[src/rtl/sdram_cmd_engine.sv]
module sdram_cmd_engine #(
  parameter int BANK_W  = 2,
  parameter int ROW_W   = 12,
  parameter int COL_W   = 9,
  parameter int CAS_LAT = 2,
  localparam int ADDR_W = BANK_W + ROW_W + COL_W,
  localparam int CNT_W  = (CAS_LAT > 8) ? $clog2(CAS_LAT) + 1 : 4
) (
  input  logic              clk,
  input  logic              rst_n,
  input  logic [2:0]        req_op,
  input  logic [ADDR_W-1:0] req_addr,
  input  logic [1:0]        req_burst,
  output logic              cke,
  output logic              cs_n,
  output logic              ras_n,
  output logic              cas_n,
  output logic              we_n,
  output logic [BANK_W-1:0] ba,
  output logic [ROW_W-1:0]  a,
  output logic              row_sel,
  output logic              rd_en,
  output logic              wr_en,
  output logic              rd_done,
  output logic              wr_done,
  output logic [3:0]        state
);

  typedef enum logic [3:0] {
    S_IDLE = 4'd0,  S_REF  = 4'd1,  S_PRE  = 4'd2,  S_LMR  = 4'd3,
    S_ACT  = 4'd4,  S_RCR1 = 4'd5,  S_RCR2 = 4'd6,  S_RCMD = 4'd7,
    S_CAS  = 4'd8,  S_RDAT = 4'd9,  S_RDON = 4'd10, S_RCW  = 4'd11,
    S_WCMD = 4'd12, S_WDAT = 4'd13, S_TWR  = 4'd14, S_TRP  = 4'd15
  } st_t;

  st_t st, nx;
  logic [ADDR_W-1:0] lat_addr;
  logic [1:0]        lat_burst;
  logic              lat_wr;
  logic [CNT_W-1:0]  cnt, bl_last;
  logic              cke_q, wdone_q;
  logic [3:0]        pins;
  logic [ROW_W-1:0]  col_word;

  wire take = (st == S_IDLE) && (req_op >= 3'd1) && (req_op <= 3'd5);

  assign bl_last = (lat_burst == 2'd0) ? CNT_W'(1) :
                   (lat_burst == 2'd1) ? CNT_W'(3) : CNT_W'(7);

  always_comb begin
    nx = st;
    case (st)
      S_IDLE: case (req_op)
                3'd1:       nx = S_REF;
                3'd2:       nx = S_PRE;
                3'd3:       nx = S_LMR;
                3'd4, 3'd5: nx = S_ACT;
                default:    nx = S_IDLE;
              endcase
      S_REF, S_PRE, S_LMR: nx = S_IDLE;
      S_ACT:  nx = lat_wr ? S_RCW : S_RCR1;
      S_RCR1: nx = S_RCR2;
      S_RCR2: nx = S_RCMD;
      S_RCMD: nx = S_CAS;
      S_CAS:  if (cnt == CNT_W'(CAS_LAT - 1)) nx = S_RDAT;
      S_RDAT: if (cnt == bl_last) nx = S_RDON;
      S_RDON: nx = S_IDLE;
      S_RCW:  nx = S_WCMD;
      S_WCMD: nx = S_WDAT;
      S_WDAT: if (cnt == bl_last) nx = S_TWR;
      S_TWR:  nx = S_TRP;
      S_TRP:  nx = S_IDLE;
      default: nx = S_IDLE;
    endcase
  end

  always_ff @(posedge clk) begin
    if (!rst_n) begin
      st        <= S_IDLE;
      cnt       <= '0;
      lat_addr  <= '0;
      lat_burst <= '0;
      lat_wr    <= 1'b0;
      cke_q     <= 1'b0;
      wdone_q   <= 1'b0;
    end else begin
      st      <= nx;
      cnt     <= (nx != st) ? '0 : cnt + 1'b1;
      cke_q   <= 1'b1;
      wdone_q <= (st == S_TRP);
      if (take) begin
        lat_addr  <= req_addr;
        lat_burst <= req_burst;
        lat_wr    <= (req_op == 3'd5);
      end
    end
  end

  always_comb begin
    col_word = '0;
    col_word[COL_W-1:0] = lat_addr[COL_W-1:0];
    col_word[10] = 1'b1;
  end

  always_comb begin
    pins = 4'b0111;
    a    = '0;
    case (st)
      S_REF:  pins = 4'b0001;
      S_PRE:  begin pins = 4'b0010; a[10] = 1'b1; end
      S_LMR:  begin pins = 4'b0000; a = lat_addr[ROW_W-1:0]; end
      S_ACT:  begin pins = 4'b0011; a = lat_addr[COL_W +: ROW_W]; end
      S_RCMD: begin pins = 4'b0101; a = col_word; end
      S_WCMD: begin pins = 4'b0100; a = col_word; end
      default: ;
    endcase
  end

  assign {cs_n, ras_n, cas_n, we_n} = pins;
  assign ba      = lat_addr[COL_W + ROW_W +: BANK_W];
  assign cke     = cke_q;
  assign row_sel = (st == S_ACT);
  assign rd_en   = (st == S_RDAT);
  assign wr_en   = (st == S_WDAT);
  assign rd_done = (st == S_RDON);
  assign wr_done = wdone_q;
  assign state   = st;

endmodule

[config.mk]
export PLATFORM = sky130hd
export DESIGN_NAME = sdram_cmd_engine
export DESIGN_NICKNAME = d
export VERILOG_FILES = /design/src/rtl/sdram_cmd_engine.sv
export SDC_FILE = /design/constraint.sdc
export NUM_CORES = 1
export LEC_CHECK = 0
export BUFFER_PORTS_ARGS = -buffer_cell sky130_fd_sc_hd__buf_4
export CAP_MARGIN = 10
export CORE_MARGIN = 3
export CORE_UTILIZATION = 54
export CTS_CLUSTER_SIZE = 16
export DETAILED_ROUTE_END_ITERATION = 10
export PLACE_DENSITY = 0.95
export SYNTH_ARGS = -nofsm -noshare
export SYNTH_HDL_FRONTEND = slang
export SYNTH_SLANG_ARGS = --single-unit
[constraint.sdc]
create_clock -name clk -period 2.8 [get_ports clk]
set_input_delay 0.42 -clock clk [delete_from_list [all_inputs] [get_ports clk]]
set_output_delay 0.42 -clock clk [all_outputs]
set_load 0.03 [all_outputs]
; After elaboration in Yosys (flattened, before gate mapping)
; Cells that the tools add are included.
[classes]
bitwise_logic = 1
n_eq_ne = 24
add_sub_neg = 1
mux = 13
n_lt_le_gt_ge = 2
reduce_logical = 9
[op_table]
columns = operator, n
row1 = $pmux 4 s12, 1
row2 = $eq 4x4->1 const B, 8
row3 = $pmux 10 s3, 1
row4 = $pmux 3 s6, 1
row5 = $eq 4x3->1 const B, 4
row6 = $mux 4, 4
row7 = $pmux 3 s4, 1
row8 = $eq 4x1->1 const B, 2
row9 = $eq 4x2->1 const B, 2
row10 = $eq 3x2->1 const B, 2
row11 = $eq 3x3->1 const B, 2
row12 = $mux 3, 2
row13 = $reduce_or 2->1, 3
row14 = $reduce_or 5->1, 1
row15 = $add 4x1->4 const B, 1
row16 = $eq 4x3->1, 1
row17 = $logic_not 4->1, 1
row18 = $ne 4x4->1, 1
row19 = $eq 3x1->1 const B, 1
row20 = $ge 3x1->1 const B, 1
row21 = $le 3x3->1 const B, 1
row22 = $pmux 1 s3, 1
row23 = $reduce_or 3->1, 1
row24 = $eq 2x1->1 const B, 1
row25 = other kinds (5), 6
[totals]
out_inout_bits = 28
reg_bits = 36
in_bits = 30
wordCells = 57

; Depth between registers and ports, before layout
[depth]
ltp_word = 8
depth_mapped = 8

; Least setup slack after synthesis
; No wires, ideal clock.
[synth_timing]
kind = reg-to-output
startpoint = register st[2] (netlist: state[2])
endpoint = output port a[0]
arrival_ps = 1954
path_stages_with_launch = 5
path_slack_ps = 426
n_path_buf = 2
path_cell_list = dfxtp_1 -> clkbuf_1 -> and2_1 -> clkbuf_1 -> a22o_1
[synth_between]
word_cells_on_any_way = 6
classes_between = 4 x eq/ne / 1 x mux / 1 x reduce/logical
[synth_lines]
columns = item, line_no
row1 = from (decl), 36  ; st_t st, nx;
row2 = from (signal assigned), 87  ; st <= nx;
row3 = $eq 4x3->1, -
row4 = net row_sel, 21  ; output logic row_sel,
row5 = $pmux 10 s3, 108  ; case (st)
row6 = to (decl), 20  ; output logic [ROW_W-1:0] a,
; The timed path passes the listed nets, and every way through them passes these cells.

; Final worst setup path
[layout_timing]
startpoint = register st[1] (netlist: state[1])
endpoint = output port a[8]
[layout_between]
elab_chain_cells = 3
word_cells_on_any_way = 6
classes_between = 4 x eq/ne / 1 x mux / 1 x reduce/logical
[layout_lines]
columns = item, line_no
row1 = $eq 4x4->1 / $eq 4x3->1 (equally long branches), 108
row2 = $reduce_or 2->1 (no source line), -
row3 = $pmux 10 s3 (*), 108
; Every way passes the cells marked *; elsewhere a longest branch is shown, timed or not.

==> impl_results.md <==
* Post-synth ARST share at 0%
* Worst slack, placed at 0.494 ns
* Pwr Density at 521 nW/µm²
* Simple-gate share of the synthesized area at 24.7%
* Worst path bufs/invs at 1
* Post-synth top cells: nand2_1, dfxtp_1, a21oi_1
* Initial antenna violation count at 0
* Hold slack at 0.217 ns
* Hold Vio Cnt, Final at 0
* Clk buf depth at 2
* Finish-stage setup viols at 0
* DRC viols at 0
* CP Class: reg2out
* Port bufs at 56
* Max incr delay on CP at 0.63 ns
* Worst Path Required at 2.38 ns
* Final worst setup slack at 0.180 ns
* # H-tree levels at 2
* Worst Tran Pin Value at 0.915 ns
* Mux cell area share after synthesis at 0.570%
* Placed instance count at 316
* Layout cells sized above 1 at 25.1%
* #FFs+latches synth at 36
* I/O pin count at 58
* Vias in the first global route at 1558
* Fin crit share at 93.6%
* Worst hold path type: in2reg
* GRT Util Overall at 22.1%
* Fin crit period at 2.62 ns
* Synth top area cells: dfxtp_1, nand2_1, a21oi_1, a22o_1, nor2_1
* Crit-path cells: nand2_1, o21bai_1, a22o_1, buf_4
* Largest area contributor in the netlist: dfxtp_1
* Clock Skew at 0.00234 ns
* CTS tree: built
* Clk Latency, worst-skew pair at 0.33 ns
* Setup Buffers After CTS at 0
* Tot Pwr at 1.15 mW
* Main combinational cell family by area after synthesis: compound AO/OA/AOI/OAI gates
* Root Buffer: clkbuf_4
* Area delta synth->final at 25.9%
* Largest net degree at the start of global routing at 31
* Outcome: completed
* Complex-gate fraction of the synthesized area at 24.8%
* Hpwl dp at 3090 µm
* Yosys top cell area share at 41.1%
* Number of DRC violations after detailed-routing iteration 0 at 91
* Initial Utilization at 57.0%
* Vias/cell at 5.53
* Post-synth top flop: dfxtp_1
* CTS Sinks at 36
* Syn nets at 263
* Max-slew headroom at 38.9%
* Grt total ovfl at 0
* Fmax at 0.382 GHz
* Synthesized area per cell at 7.60 µm²
* CTS Buf Count at 5
* Final wirelength at 4260 µm
* Final GP Congestion at 0.923
* Number of detailed-route iterations in the first pass at 4
* Type of origin of the critical path: flop
* Count leader, synth: nand2_1
* Max-slew violation count at 0
* EDFF count, synth at 0
* Core ar. at 3080 µm²
* Antenna fix cells at 0
* Row cnt at 20
* Setup crit end kind: output port
* Vias at 1785
* Syn Inst Count at 231
* DRT antenna net count at 0
* Setup TNS at 0 ns
* Worst path slowest cell: dfxtp_1
* Max-cap viol count at 0
* Cell Area, Synth at 1760 µm²
* Nets at 311
* Synth unique cells at 39
* Worst-case vdd ir drop at 0.391 mV
* Adder-Cell Fraction of Synth Area at 1.43%
* Worst Path Max Fanout at 13
* Final non-filler cell total at 323
* Worst path top cell family by delay: compound AO/OA/AOI/OAI gates
* Die X at 63.0 µm
* Data arrival time of the worst path at 2.20 ns
* RSZ-0062 raised after global routing: false
* Global-route wire length before repair at 7100 µm
* Wirelength per Cell at 13.2 µm
* Leakage at 0.940 nW
* Clock transition at path regs at 0.10 ns
* Ys Warns at 0
* Sequential-to-total area share from yosys stat at 41.1%
* Die height at 63.0 µm
* Post-synthesis xor/xnor area fraction at 0.998%
* Die area at 3970 µm²
==> flip-flops by register name, indices dropped and copies added, names as in the netlist <==
| name | flops |
|---|---|
| wr_done | 1 |
| lat_burst | 2 |
| lat_addr | 23 |
| cnt | 4 |
| lat_wr | 1 |
| cke | 1 |
| state | 4 |
==> worst paths after layout <==
| path | start | end | slack [ns] | depth (start not counted) |
|---|---|---|---|---|
| worst max-delay path | state[1] | a[8] | 0.18 | 4 |
| worst min-delay path | rst_n | cke | 0.22 | 1 |
| worst max register to register | state[2] | lat_addr[8] | 0.77 | 5 |
| worst min register to register | lat_addr[21] | lat_addr[21] | 0.46 | 2 |
==> cells in the final DEF (no fill, tap or decap), types with 3 or more instances in the layout <==
cell type | Yosys | routed
nor2_1 | 14 | 14
clkbuf_4 | 0 | 5
a211oi_1 | 6 | 6
nand2b_1 | 3 | 3
a21oi_1 | 32 | 32
nand3_1 | 3 | 3
dfxtp_1 | 36 | 34
inv_1 | 7 | 7
o21ai_0 | 6 | 6
nand2_1 | 64 | 64
buf_4 | 4 | 58
a22o_1 | 9 | 9
nor3_1 | 4 | 4
==> cell families (layout without fill, tap and decap cells) <==
logic type / count (synthesis) / in the layout
other: 1 / 1
AOI/OAI and AO/OA: 68 / 68
DFF: 36 / 36
muxes: 1 / 1
and+or+nand+nor: 97 / 97
buffers and inverters: 24 / 72
xor gates and xnor gates: 2 / 2
adders and majority gates: 2 / 2
==> power breakdown <==
| part | switching (mW) | leakage [nW] | total [mW] | internal (mW) |
|---|---|---|---|---|
| Sequential | 0.0418 | 0.296 | 0.599 | 0.557 |
| Combinational | 0.177 | 0.616 | 0.298 | 0.121 |
| Clock | 0.162 | 0.0281 | 0.254 | 0.0925 |
| Total | 0.381 | 0.940 | 1.15 | 0.771 |
==> metal layers <==
layer | track usage, % | up-vias | routed length (µm)
met2 | 34.8 | 63 | 2080
met3 | 7.73 | 4 | 333
met1 | 28.1 | 837 | 1820
met4 | 7.16 | 0 | 31
li1 | - | 881 | -
met5 | 0 | - | 0
==> repair_timing <==
action / CTS / global route
hold buffers: 0 / 0
resized for setup: 0 / 2
endpoints found under the setup margin: 0 / 9
==> area by class of cell <==
cell class,count,area (µm²)
Clock buffer,6,41.3
Clock inverter,1,5.00
Fill cell,251,867
Inverter,7,26.3
Multi-Input combinational cell,171,925
Sequential cell,36,723
Tap cell,44,55.1
Timing Repair Buffer,58,435
==> per-stage QoR <==
step / cell area, µm² / utilization (%)
floorplan: 1760 / -
global placement: 2160 / 70.2
detailed placement: 2160 / 70.2
CTS: 2210 / 71.7
global route: 2210 / 71.8
finish: 2210 / 71.8
(Power assumes the default switching activity.)
